File: src/rtl/rs_pkg.sv
package rs_pkg;

    typedef enum logic {
        SCAN_IDLE,
        SCAN_RUN
    } scan_state_e;

    typedef enum logic {
        TX_IDLE,
        TX_SEND
    } tx_state_e;

endpackage

File: src/rtl/rs_bank_pick.sv
module rs_bank_pick #(
    parameter int BANKS = 17,
    localparam int IDX_W = $clog2(BANKS)
) (
    input  logic             en,
    input  logic [BANKS-1:0] req,
    output logic [BANKS-1:0] grant,
    output logic [IDX_W-1:0] idx
);

    // Walk from the top down so the lowest requesting bank wins last.
    always_comb begin
        grant = '0;
        idx   = '0;
        for (int i = BANKS - 1; i >= 0; i--) begin
            if (en && req[i]) begin
                grant    = '0;
                grant[i] = 1'b1;
                idx      = IDX_W'(i);
            end
        end
    end

endmodule

File: src/rtl/rs_hit_buffer.sv
module rs_hit_buffer
    import rs_pkg::*;
#(
    parameter int MAX_HITS = 8,
    parameter int WORD_W   = 32,
    parameter int SER_W    = 16
) (
    input  logic              clk,
    input  logic              rst_n,
    input  logic              pop,
    input  logic [WORD_W-1:0] word_in,
    input  logic              row_end,
    output logic [SER_W-1:0]  ser_data,
    output logic              ser_valid,
    output logic              tx_overflow
);

    localparam int CNT_W  = $clog2(MAX_HITS + 1);
    localparam int IDX_W  = (MAX_HITS > 1) ? $clog2(MAX_HITS) : 1;
    localparam int BEATS  = WORD_W / SER_W;
    localparam int BEAT_W = (BEATS > 1) ? $clog2(BEATS) : 1;

    logic [WORD_W-1:0] mem [2][MAX_HITS];
    logic              fsel;
    logic [CNT_W-1:0]  fill_cnt;
    logic [CNT_W-1:0]  tx_cnt;
    logic [CNT_W-1:0]  load_cnt;
    logic              fill_ovf;
    logic              tx_ovf_q;
    logic              wr_en;
    logic              drop;
    logic [IDX_W-1:0]  tx_idx;
    logic [BEAT_W-1:0] beat;
    logic              last_beat;
    logic [WORD_W-1:0] tx_word;
    tx_state_e         tx_state;
    tx_state_e         tx_next;

    assign wr_en    = pop && (fill_cnt < CNT_W'(MAX_HITS));
    assign drop     = pop && !wr_en;
    assign load_cnt = fill_cnt + CNT_W'(wr_en);

    // Fill half: written in drain order, cleared at every row boundary.
    always_ff @(posedge clk) begin
        if (wr_en) begin
            mem[fsel][fill_cnt[IDX_W-1:0]] <= word_in;
        end
    end

    always_ff @(posedge clk) begin
        if (!rst_n) begin
            fsel     <= 1'b0;
            fill_cnt <= '0;
            fill_ovf <= 1'b0;
            tx_cnt   <= '0;
            tx_ovf_q <= 1'b0;
        end else if (row_end) begin
            fsel     <= ~fsel;
            fill_cnt <= '0;
            fill_ovf <= 1'b0;
            tx_cnt   <= load_cnt;
            tx_ovf_q <= fill_ovf | drop;
        end else begin
            fill_cnt <= load_cnt;
            fill_ovf <= fill_ovf | drop;
        end
    end

    // Send half: slice and word pointers.
    always_ff @(posedge clk) begin
        if (!rst_n) begin
            tx_idx <= '0;
            beat   <= '0;
        end else if (row_end) begin
            tx_idx <= '0;
            beat   <= '0;
        end else if (tx_state == TX_SEND) begin
            if (beat == BEAT_W'(BEATS - 1)) begin
                beat   <= '0;
                tx_idx <= tx_idx + IDX_W'(1);
            end else begin
                beat <= beat + BEAT_W'(1);
            end
        end
    end

    assign last_beat = (beat == BEAT_W'(BEATS - 1)) &&
                       ((CNT_W'(tx_idx) + CNT_W'(1)) == tx_cnt);

    always_ff @(posedge clk) begin
        if (!rst_n) begin
            tx_state <= TX_IDLE;
        end else begin
            tx_state <= tx_next;
        end
    end

    always_comb begin
        tx_next = tx_state;
        unique case (tx_state)
            TX_IDLE: begin
                if (row_end && (load_cnt != '0)) begin
                    tx_next = TX_SEND;
                end
            end
            TX_SEND: begin
                if (row_end) begin
                    tx_next = (load_cnt != '0) ? TX_SEND : TX_IDLE;
                end else if (last_beat) begin
                    tx_next = TX_IDLE;
                end
            end
        endcase
    end

    always_comb begin
        tx_word     = mem[~fsel][tx_idx];
        ser_valid   = (tx_state == TX_SEND);
        ser_data    = ser_valid ? tx_word[(WORD_W - 1) - int'(beat) * SER_W -: SER_W] : '0;
        tx_overflow = tx_ovf_q;
    end

endmodule

File: src/rtl/rs_row_readout.sv
module rs_row_readout
    import rs_pkg::*;
#(
    parameter int ROWS       = 1088,
    parameter int BANKS      = 17,
    parameter int BANK_COLS  = 64,
    parameter int ROW_CYCLES = 16,
    parameter int MAX_HITS   = 8,
    parameter int WORD_W     = 32,
    parameter int SER_W      = 16,
    localparam int ROW_W     = $clog2(ROWS),
    localparam int BANK_W    = $clog2(BANKS),
    localparam int COL_W     = $clog2(BANK_COLS)
) (
    input  logic                   clk,
    input  logic                   rst_n,
    input  logic                   start,
    input  logic [BANKS-1:0]       bank_hit_valid,
    input  logic [BANKS*COL_W-1:0] bank_hit_col,
    output logic [ROW_W-1:0]       row_addr,
    output logic                   frame_start,
    output logic [BANKS-1:0]       bank_rd,
    output logic [SER_W-1:0]       ser_data,
    output logic                   ser_valid,
    output logic                   tx_overflow
);

    localparam int SLOT_W = (ROW_CYCLES > 1) ? $clog2(ROW_CYCLES) : 1;

    scan_state_e       state;
    scan_state_e       state_next;
    logic [SLOT_W-1:0] slot_cnt;
    logic [ROW_W-1:0]  row_cnt;
    logic              scanning;
    logic              row_end;
    logic [BANKS-1:0]  grant;
    logic [BANK_W-1:0] pick_idx;
    logic [COL_W-1:0]  pick_col;
    logic [WORD_W-1:0] hit_word;

    always_ff @(posedge clk) begin
        if (!rst_n) begin
            state <= SCAN_IDLE;
        end else begin
            state <= state_next;
        end
    end

    always_comb begin
        state_next = state;
        unique case (state)
            SCAN_IDLE: if (start) state_next = SCAN_RUN;
            SCAN_RUN:  state_next = SCAN_RUN;
        endcase
    end

    // Row cadence: a fixed slot budget per row, wrap at the last row.
    always_ff @(posedge clk) begin
        if (!rst_n || state == SCAN_IDLE) begin
            slot_cnt <= '0;
            row_cnt  <= '0;
        end else if (slot_cnt == SLOT_W'(ROW_CYCLES - 1)) begin
            slot_cnt <= '0;
            row_cnt  <= (row_cnt == ROW_W'(ROWS - 1)) ? '0 : row_cnt + ROW_W'(1);
        end else begin
            slot_cnt <= slot_cnt + SLOT_W'(1);
        end
    end

    always_comb begin
        scanning    = (state == SCAN_RUN);
        row_end     = scanning && (slot_cnt == SLOT_W'(ROW_CYCLES - 1));
        frame_start = scanning && (slot_cnt == '0) && (row_cnt == '0);
        row_addr    = row_cnt;
        bank_rd     = grant;
    end

    rs_bank_pick #(
        .BANKS(BANKS)
    ) u_pick (
        .en   (scanning),
        .req  (bank_hit_valid),
        .grant(grant),
        .idx  (pick_idx)
    );

    assign pick_col = bank_hit_col[pick_idx * COL_W +: COL_W];
    assign hit_word = WORD_W'({row_cnt, pick_idx, pick_col});

    rs_hit_buffer #(
        .MAX_HITS(MAX_HITS),
        .WORD_W  (WORD_W),
        .SER_W   (SER_W)
    ) u_buf (
        .clk        (clk),
        .rst_n      (rst_n),
        .pop        (|grant),
        .word_in    (hit_word),
        .row_end    (row_end),
        .ser_data   (ser_data),
        .ser_valid  (ser_valid),
        .tx_overflow(tx_overflow)
    );

endmodule

File: config.mk
export PLATFORM = sky130hd
export DESIGN_NAME = rs_row_readout
export DESIGN_NICKNAME = d
export VERILOG_FILES = /design/src/rtl/rs_pkg.sv /design/src/rtl/rs_bank_pick.sv /design/src/rtl/rs_hit_buffer.sv /design/src/rtl/rs_row_readout.sv
export SDC_FILE = /design/constraint.sdc
export NUM_CORES = 1
export LEC_CHECK = 0
export ABC_CLOCK_PERIOD_IN_PS = 2800
export BUFFER_PORTS_ARGS = -buffer_cell sky130_fd_sc_hd__buf_4
export CORE_ASPECT_RATIO = 0.6
export CORE_MARGIN = 1.5
export CORE_UTILIZATION = 45
export DETAILED_ROUTE_END_ITERATION = 8
export GPL_ROUTABILITY_DRIVEN = 1
export PLACE_DENSITY = 0.64
export SETUP_SLACK_MARGIN = 0.1
export SKIP_LAST_GASP = 1
export SYNTH_ARGS = -nofsm -noshare
export SYNTH_HDL_FRONTEND = slang
export SYNTH_SLANG_ARGS = --single-unit
File: constraint.sdc
create_clock -name clk -period 2.8 [get_ports clk]
set_input_delay 0.14 -clock clk [delete_from_list [all_inputs] [get_ports clk]]
set_output_delay 0.14 -clock clk [all_outputs]
set_load 0.01 [all_outputs]
==> reports/metrics.yaml, run 1 <==
clocking:
  clockBufferDepth: 3
  cts-root-buf: "clkbuf_16"
  path_clk_slew_ns: 0.07
  cts_tree: "built"
  numCtsBuffers: 34
  cts.sinks: 384
  clock_latency_ns: 0.53
  ctsHtreeMaxLevel: 2
die:
  initial_core_util_pct: 45.5
  fp.coreArea_um2: 36200
  num_rows: 54
  die_h_um: 151
  die_w_um: 250
  ios: 169
  die-area_um2: 37800
synth:
  synth_flop_cell: "edfxtp_1"
  syn_area_per_cell_um2: 17.3
  yosys_register_bits: 384
  synth.distinct_cells: 65
  synth_compound_area_share_pct: 5.08
  yosys.area_share.adder_pct: 0.531
  synth.mux.area_fraction_pct: 16.1
  synthTopCellsByArea: "edfxtp_1, mux4_2, dfxtp_1"
  synth_top_family_by_area: "multiplexers"
  yosys.area.top_type: "edfxtp_1"
  synth_xor_area_share_pct: 1.06
  syn-instance-count: 952
  syn-cell-area_um2: 16500
  synthSimpleGateAreaFrac_pct: 7.19
  synth_edf_count: 352
  synth_top_area_share_pct: 64.1
  synth_fp_nets: 1081
  ys_warn_count: 0
  async_reset_ff_share_pct: 0
  ys_seq_area_share_pct: 68.0
run_status:
  violations: "negative setup slack"
  status: "finished, violations left"
grt:
  grtUsageTotal_pct: 23.0
  grt_overflow: 0
  grt_start_max_net_pins: 39
  grt_pass1_wl_um: 62900
  antenna_found_initial: 1
  grt_pass1_vias: 9781
place:
  hpwl_um: 28400
  placed_cells: 1627
  portBuffers: 168
  pre_cts_slack_ns: -0.230
  gp_congestion: 0.951
detailed_routing:
  drc: 0
  vias_per_cell: 5.83
  drt-total-wl_um: 42500
  first_pass_iters: 5
  drt_iter0_drc: 1026
  final_antenna_net_count: 0
  via_count: 9941
  wl_per_cell_um: 25.0
layout:
  layout.nets: 1331
  area_growth_pct: 24.5
  final_layout_size_suffix_gt1_share_pct: 37.9
  n_antenna_cell: 0
  post-route-util_pct: 56.7
  stdcell_count: 1704
  multiInputGateArea_um2: 5030
  fill_cells: 2823
  regArea_um2: 11200
  final_common_cell: "edfxtp_1"
  final_cell_mix: "edfxtp_1, buf_4, mux4_2"
timing:
  worstMarginPinSlew_ns: 0.828
  setup-violations-final: 12
  grt_setup_unrepaired: "true"
  period_minus_slack_ns: 2.90
  setup_slack_ns: -0.0985
  slew_violations: 0
  finalHoldViolations: 0
  fin_worst_skew_ns: 0.0189
  fmax_mhz: 345
  fin_crit_sh_pct: 104
  timing.slew.headroom_pct: 44.7
flow_run:
  cap_violations: 0
critical_path:
  setup.worst_path.start_class: "register"
  cp_num_buf_inv: 4
  slowest_stage: "mux4_2"
  end_kind: "output pin"
  path_delay_family: "multiplexers"
  criticalPathCategory: "register to output pin"
  crit_chain: "buf_12 > buf_6 > buf_12 > mux4_2 > mux4_2 > nor2b_1 > buf_4"
  cpPeakStageDelay_ns: 0.55
  cp_data_required_time_ns: 2.66
  cp_max_fo: 7
  crit_arrival_ns: 2.76
min_path:
  min_path_type: "input pin to register"
power:
  leakage_nw: 6.61
  vdd_drop_max_mv: 0.455
  powerDensity_nw_per_um2: 569
-- flip-flops by register name, summed over array words and instances (netlist names), 3 cells and up --
register,cells
slot_cnt,4
u_buf.tx_cnt,4
u_buf.mem,352
row_addr,11
u_buf.fill_cnt,4
u_buf.tx_idx,3
-- what timing repair did --
action / in CTS / in global routing
setup endpoints to repair: 78 / 117
setup buffers: 7 / 2
endpoints found under the hold margin: 10 / 0
hold buffers: 3 / 0
pin swaps: 0 / 1
cloned: 1 / 2
resized for setup: 9 / 13
-- final cells by class --
cell class	instances	area share, %
flip-flops and latches	384	54.7
well taps	476	2.90
inverters	24	0.439
clock buffers	48	4.76
repair buffers	270	12.0
clock inverters	14	0.689
multi-input cells	488	24.5
-- report_power, final --
part / switching, W / internal [W] / total [W] / leakage, nW
Clock: 0.00201 / 0.00272 / 0.00473 / 0.538
Sequential: 0.0000217 / 0.00629 / 0.00631 / 3.21
Combinational: 0.000364 / 0.000269 / 0.000633 / 2.86
-- cell usage after synthesis (all sizes together), types with 4 or more instances --
master and n:
nor3 9, and3 8, buf 24, nor2b 23, xor2 11, o221ai 6, and2 15, nor4 9
edfxtp 352, nand2 47, dfxtp 32, nand4 6, nor2 54, o2111a 6, o21ai 20, nand3 27
a21oi 19, mux4 110, clkbuf 32, inv 24, mux2i 18, a41oi 6, xnor2 9, ha 7
a211oi 4, o211ai 20, a211o 14
-- final timing paths --
check,start,endpoint,slack [ns],cells past startpoint
worst max-delay path,u_buf.fsel$_SDFFE_PN0P_,ser_data[8],-0.1,7
worst min-delay path,bank_hit_col[101],u_buf.mem[1][159]$_DFFE_PP_,0.25,5
worst max register to register,scanning$_SDFF_PN0_,u_buf.mem[0][157]$_DFFE_PP_,0.24,9
worst min register to register,u_buf.fill_ovf$_SDFF_PP0_,u_buf.fill_ovf$_SDFF_PP0_,0.46,2
-- stage by stage --
step	TNS, ns	total power (W)	hold WS, ns	instance area [µm²]
floorplan	0	0.00671	0.250	16500
finish	-0.585	0.0117	0.246	20500
CTS	-1.29	0.0117	0.232	20400
global placement	-9.96	0.00705	0.347	19100
global route	-1.75	0.0120	0.269	20500
detailed placement	-4.49	0.00705	0.354	19100
-- per-layer routing --
metal,share of wire (%),vias up,GRT usage (%)
met3,8.9,44,5.95
li1,-,4347,-
met1,48,5153,36.5
met2,42,397,31.8
met4,1.2,0,4.21
met5,0,-,0
-- cells by family after synthesis --
logic type | after synthesis
AOI/OAI and AO/OA | 113
xor gates and xnor gates | 20
adders and majority gates | 7
buffers and inverters | 80
DFF | 384
muxes | 128
and+or+nand+nor | 220
-- worst reg2reg max path, cell delays in order, from the launching register on --
cell	delay (ns)
dfxtp_4	0.40
nor2b_1	0.16
nand3_1	0.12
nand4_1	0.22
a21oi_2	0.23
buf_4	0.29
o221ai_1	0.27
a41oi_1	0.30
o21ai_1	0.10
buf_4	0.20
Power figures use the tool's default switching activity.
==> run 2, diff against run 1 <==
--- a/config.mk
+++ b/config.mk
@@ -9,10 +9,10 @@
 export BUFFER_PORTS_ARGS = -buffer_cell sky130_fd_sc_hd__buf_4
 export CORE_ASPECT_RATIO = 0.6
 export CORE_MARGIN = 1.5
-export CORE_UTILIZATION = 45
+export CORE_UTILIZATION = 40
 export DETAILED_ROUTE_END_ITERATION = 8
 export GPL_ROUTABILITY_DRIVEN = 1
-export PLACE_DENSITY = 0.64
+export PLACE_DENSITY_LB_ADDON = 0.3
 export SETUP_SLACK_MARGIN = 0.1
 export SKIP_LAST_GASP = 1
 export SYNTH_ARGS = -nofsm -noshare
==> run 2 against run 1 <==
The flow still finishes with violations (negative setup slack). Clock-buffer cell count shrank 7. First-iteration DRC count grew 14%. Flip-flop and latch count is the same. Sequential power is essentially flat. Global-route usage shrank 1.7 points. Hold slack lost 0.018 ns. Final cell count grew 6.0%. Non-clock buffer count grew 47. Maximum frequency grew 2.1%. Critical path depth is the same. Via count grew 3.0%. Die area grew 12%. Critical path type unchanged. Critical endpoint unchanged. Largest power group unchanged.
==> reports/metrics.yaml, run 2 (synthesis gave the netlist of run 1 again) <==
run_status:
  status: "finished, violations left"
  violations: "negative setup slack"
power:
  p_sw_w: 0.00248
  powerDensity_nw_per_um2: 572
  vdd_drop_max_mv: 0.561
  p_int_w: 0.00966
  combinationalPowerShare_pct: 5.7
  p_sw_share_pct: 20.4
  clockPowerShare_pct: 42.3
  power_frac_seq_pct: 52.1
  leakage_nw: 6.94
die:
  num_rows: 57
  initial_core_util_pct: 40.6
  die_w_um: 265
  die_h_um: 160
  die-area_um2: 42500
  fp.coreArea_um2: 40600
  ios: 169
clocking:
  clockBufferDepth: 3
  cts-root-buf: "clkbuf_16"
  cts_tree: "built"
  cts.sinks: 384
  path_clk_slew_ns: 0.07
  numCtsBuffers: 35
  ctsHtreeMaxLevel: 2
  clock_latency_ns: 0.53
detailed_routing:
  via_count: 10200
  first_pass_iters: 5
  vias_per_cell: 5.67
  drt_iter0_drc: 1167
  wl_per_cell_um: 25.2
  drt-total-wl_um: 45500
  final_antenna_net_count: 0
  drc: 0
min_path:
  holdPathStages: 5
  min_path_type: "input pin to register"
  min_to: "u_buf.mem[0][44]$_DFFE_PP_"
  min_from: "bank_hit_col[96]"
critical_path:
  crit_arrival_ns: 2.70
  timing.rr.end: "u_buf.mem[1][0]$_DFFE_PP_"
  path_delay_family: "multiplexers"
  cpPeakStageDelay_ns: 0.52
  rr_worst_depth: 10
  crit_chain: "buf_12 > clkbuf_16 > buf_12 > mux4_2 > mux4_2 > nor2b_1 > buf_4"
  slowest_stage: "mux4_2"
  cp_num_buf_inv: 4
  cp_max_fo: 7
  setup.worst_path.start_class: "register"
  end_kind: "output pin"
  r2r_slack_ns: 0.19
  criticalPathCategory: "register to output pin"
  regToRegStartpoint: "scanning$_SDFF_PN0_"
  cp_data_required_time_ns: 2.66
timing:
  setup-violations-final: 7
  setup_slack_ns: -0.0381
  finalHoldViolations: 0
  slew_violations: 0
  hold_ws_ns: 0.228
  fin_worst_skew_ns: 0.0148
  period_minus_slack_ns: 2.84
  fmax_mhz: 352
  worstMarginPinSlew_ns: 0.815
  timing.slew.headroom_pct: 45.6
  fin_crit_sh_pct: 101
  grt_setup_unrepaired: "true"
place:
  placed_area_um2: 19600
  gp_congestion: 0.968
  hpwl_um: 31100
  portBuffers: 168
layout:
  layout.nets: 1379
  final_common_cell: "edfxtp_1"
  n_antenna_cell: 0
  final_cell_mix: "edfxtp_1, buf_4, mux4_2"
  final_layout_size_suffix_gt1_share_pct: 41.0
  final_cell_area_um2: 21200
  largest_register_ffs: 352
  area_growth_pct: 28.6
flow_run:
  cap_violations: 0
grt:
  grt_overflow: 0
  grtUsageTotal_pct: 21.3
  grt_pass1_vias: 10000
  grt_pass1_wl_um: 66200
  antenna_found_initial: 0
  grt_start_max_net_pins: 26
[run 2: cell count changes in the layout (fill, tap and decap cells not counted), sizes merged]
cell    delta
buf       +46
clkbuf     -6
bufinv     +4
clkinv     +3
[run 2: how the worst max path moves through the flow]
stage | startpoint | end | slack (ns) | depth (start not counted)
2_1_floorplan | bank_hit_valid[12] | u_buf.mem[1][66]$_DFFE_PP_ | 0.04 | 8
3_3_place_gp | scanning$_SDFF_PN0_ | u_buf.mem[1][114]$_DFFE_PP_ | -0.03 | 8
3_5_place_dp | scanning$_SDFF_PN0_ | u_buf.mem[1][114]$_DFFE_PP_ | -0.17 | 7
4_1_cts | u_buf.fsel$_SDFFE_PN0P_ | ser_data[1] | -0.14 | 7
5_1_grt | u_buf.fsel$_SDFFE_PN0P_ | ser_data[1] | -0.11 | 7
6_report | u_buf.fsel$_SDFFE_PN0P_ | ser_data[8] | -0.04 | 7
[run 2: power groups by stage]
stage / sequential (W) / clock [W] / combinational, W
4_1_cts: 0.00632 / 0.00524 / 0.000672
3_3_place_gp: 0.00644 / 0 / 0.000661
2_1_floorplan: 0.00643 / 0 / 0.000273
6_report: 0.00632 / 0.00513 / 0.000687
5_1_grt: 0.00632 / 0.00545 / 0.000728
3_5_place_dp: 0.00644 / 0 / 0.000665
[run 2: tightest hold or removal path, cell delays in order]
cell and delay (ns):
buf_4 0.08, and2_1 0.11, a41oi_1 0.05, o21ai_2 0.10
buf_12 0.15
[run 2: area by class of cell]
cell class | count | area [µm²]
fill | 3210 | 19400
clock buffer | 41 | 941
tap | 531 | 664
multi-input combinational | 488 | 5070
inverter | 24 | 90.1
sequential | 384 | 11200
clock inverter | 21 | 279
timing repair buffer | 317 | 2940
[run 2: metal layers]
layer | track usage, % | vias to the layer above | share of wire, %
li1 | - | 4451 | -
met1 | 34.4 | 5255 | 47
met2 | 28.7 | 490 | 42
met3 | 5.52 | 45 | 11
met4 | 3.87 | 0 | 1.1
met5 | 0 | - | 0
[run 2: metrics by stage]
step / setup TNS [ns] / instances / setup WS, ns / total power (W) / utilization [%]
2_1_floorplan: 0 / 952 / 0.0363 / 0.00671 / -
3_3_place_gp: -0.619 / 1724 / -0.0282 / 0.00710 / 48.2
3_5_place_dp: -6.22 / 1724 / -0.168 / 0.00711 / 48.2
4_1_cts: -1.04 / 1800 / -0.142 / 0.0122 / 51.8
5_1_grt: -1.20 / 1806 / -0.110 / 0.0125 / 52.3
6_report: -0.114 / 1806 / -0.0381 / 0.0121 / 52.3
[run 2: what timing repair did]
item                                   in CTS  in global routing
setup endpoints to repair                 463                401
gates resized for setup                    13                 25
hold buffers                                3                  0
buffers inserted                           10                  3
pin swaps                                   0                  3
endpoints found under the hold margin      10                  0
gates cloned                                1                  3
==> run 3, diff against run 2 <==
--- a/config.mk
+++ b/config.mk
@@ -7,6 +7,8 @@
 export LEC_CHECK = 0
 export ABC_CLOCK_PERIOD_IN_PS = 2800
 export BUFFER_PORTS_ARGS = -buffer_cell sky130_fd_sc_hd__buf_4
+export CELL_PAD_IN_SITES_DETAIL_PLACEMENT = 1
+export CELL_PAD_IN_SITES_GLOBAL_PLACEMENT = 1
 export CORE_ASPECT_RATIO = 0.6
 export CORE_MARGIN = 1.5
 export CORE_UTILIZATION = 40
==> run 3 against run 2 <==
Flip-flop and latch count unchanged. Critical path type unchanged. First-iteration DRC count down 21%. Final cell count decreased by 1.1%. Hold slack worse by 0.028 ns. Utilization shrank 0.14 points. Sequential power about the same. Sequential share of layout area increased by 0.15 points. Via count grew 0.67%. Power shrank 3.3%. The flow still finishes with violations (negative setup slack). Largest power group unchanged. Non-clock buffer count is 21 lower. Setup slack got worse by 0.094 ns. Register-to-register slack lost 0.03 ns.
==> reports/metrics.yaml, run 3 (synthesis gave the netlist of run 1 again) <==
run_status:
  status: "finished, violations left"
  violations: "negative setup slack"
timing:
  fin_worst_skew_ns: 0.0136
  finalHoldViolations: 0
  slew_violations: 0
  timing.slew.headroom_pct: 19.7
  worstMarginPinSlew_ns: 1.20
  setup-violations-final: 15
  hold_ws_ns: 0.200
  fin_crit_sh_pct: 105
  grt_setup_unrepaired: "true"
  period_minus_slack_ns: 2.93
  setup_slack_ns: -0.132
  fmax_mhz: 341
detailed_routing:
  via_count: 10300
  vias_per_cell: 5.77
  first_pass_iters: 5
  final_antenna_net_count: 0
  drt-total-wl_um: 49500
  wl_per_cell_um: 27.7
  drt_iter0_drc: 920
  drc: 0
critical_path:
  r2r_slack_ns: 0.16
  crit_chain: "buf_12 > buf_12 > buf_12 > buf_16 > mux4_2 > mux4_2 > nor2b_4 > buf_6"
  cp_data_required_time_ns: 2.66
  slowest_stage: "mux4_2"
  timing.rr.end: "u_buf.mem[1][67]$_DFFE_PP_"
  worstSetupStartpoint: "u_buf.fsel$_SDFFE_PN0P_"
  cpMostUsedCell: "buf_12"
  rr_worst_depth: 11
  regToRegStartpoint: "scanning$_SDFF_PN0_"
  crit_arrival_ns: 2.79
  setup.worst_path.start_class: "register"
  cpPeakStageDelay_ns: 0.51
  cp_max_fo: 6
  end_kind: "output pin"
  criticalPathCategory: "register to output pin"
power:
  p_sw_w: 0.00250
  p_total_w: 0.0117
  vdd_drop_max_mv: 0.317
  p_sw_share_pct: 21.3
  powerDensity_nw_per_um2: 555
  p_int_w: 0.00923
  clockPowerShare_pct: 40.3
  combinationalPowerShare_pct: 5.9
  leakage_nw: 6.86
  power_frac_seq_pct: 53.8
place:
  hpwl_um: 32500
  portBuffers: 168
  pre_cts_slack_ns: -0.00467
  gp_congestion: 0.907
clocking:
  clock_latency_ns: 0.53
  cts.sinks: 384
  path_clk_slew_ns: 0.06
  clockBufferDepth: 3
  numCtsBuffers: 35
  ctsHtreeMaxLevel: 2
  cts-root-buf: "clkbuf_16"
  cts_tree: "built"
die:
  die_h_um: 160
  ios: 169
  initial_core_util_pct: 40.6
  fp.coreArea_um2: 40600
  die-area_um2: 42500
  die_w_um: 265
  num_rows: 57
min_path:
  min_to: "u_buf.mem[1][1]$_DFFE_PP_"
  min_path_type: "input pin to register"
  min_from: "bank_hit_col[97]"
  holdPathStages: 5
layout:
  fill_cells: 3813
  n_antenna_cell: 0
  final_layout_size_suffix_gt1_share_pct: 40.2
  area_growth_pct: 28.2
  layout.nets: 1358
  final_cell_mix: "edfxtp_1, buf_4, mux4_2"
  regArea_um2: 11200
  multiInputGateArea_um2: 5130
  largest_register_ffs: 352
  final_common_cell: "edfxtp_1"
grt:
  grt_pass1_vias: 10600
  grt_start_max_net_pins: 38
  grt_pass1_wl_um: 71500
  antenna_found_initial: 1
  grt_overflow: 0
  grtUsageTotal_pct: 23.1
flow_run:
  cap_violations: 0
[run 3: cell count changes in the layout (fill, tap and decap cells not counted), sizes merged]
cell,before,now
buf,311,289
bufinv,7,2
clkbuf,44,47
clkinv,13,16
inv,24,25
[run 3: layer usage]
metal  GRT usage, %  vias to the layer above  wire [µm]
li1               -                     4408          -
met1           36.2                     5507      23500
met2           33.9                      354      22000
met3           5.15                       41       3630
met4           2.83                        0        390
met5              0                        -          0
[run 3: power by group through the flow]
stage | logic (W) | registers, W | clock network [W]
5_1_grt | 0.000737 | 0.00631 | 0.00503
6_report | 0.000692 | 0.00631 | 0.00473
3_5_place_dp | 0.000648 | 0.00644 | 0
4_1_cts | 0.000665 | 0.00631 | 0.00482
2_1_floorplan | 0.000273 | 0.00643 | 0
3_3_place_gp | 0.000635 | 0.00644 | 0
[run 3: critical path: cells and delay by family (launching register included)]
| kind | cells | cell delay [ns] |
|---|---|---|
| and+or+nand+nor | 1 | 0.16 |
| buffers and inverters | 5 | 0.66 |
| DFF | 1 | 0.41 |
| muxes | 2 | 1.02 |
[run 3: stage by stage]
step	cells	utilization, %	instance area, µm²	setup TNS (ns)
2_1_floorplan	952	-	16500	0
3_3_place_gp	1696	47.7	19400	0
3_5_place_dp	1696	47.7	19400	-0.0711
4_1_cts	1776	51.4	20900	-1.23
5_1_grt	1786	52.1	21100	-2.22
6_report	1786	52.1	21100	-1.08
[run 3: repair_timing]
action,4_1_cts,5_1_grt
pin swaps,3,4
hold buffers,3,0
hold endpoints to repair,10,0
endpoints found under the setup margin,48,117
cloned,7,5
gates resized for setup,28,30
buffers inserted,7,5
[run 3: worst max path at each step]
stage / cells past startpoint / end / slack, ns
after global routing: 8 / ser_data[4] / -0.21
after floorplan: 8 / u_buf.mem[1][66]$_DFFE_PP_ / 0.04
after detailed placement: 12 / u_buf.mem[1][137]$_DFFE_PP_ / -0.005
after global placement: 11 / u_buf.mem[1][136]$_DFFE_PP_ / 0.04
final: 8 / ser_data[9] / -0.13
after CTS: 7 / ser_data[5] / -0.13
[run 3: final cells by class]
cell class | instances | share of cell area [%]
Clock buffer | 43 | 4.53
Clock inverter | 20 | 0.692
Inverter | 24 | 0.438
Multi-Input combinational cell | 488 | 24.3
Sequential cell | 384 | 53.1
Tap cell | 531 | 3.14
Timing Repair Buffer | 296 | 13.9
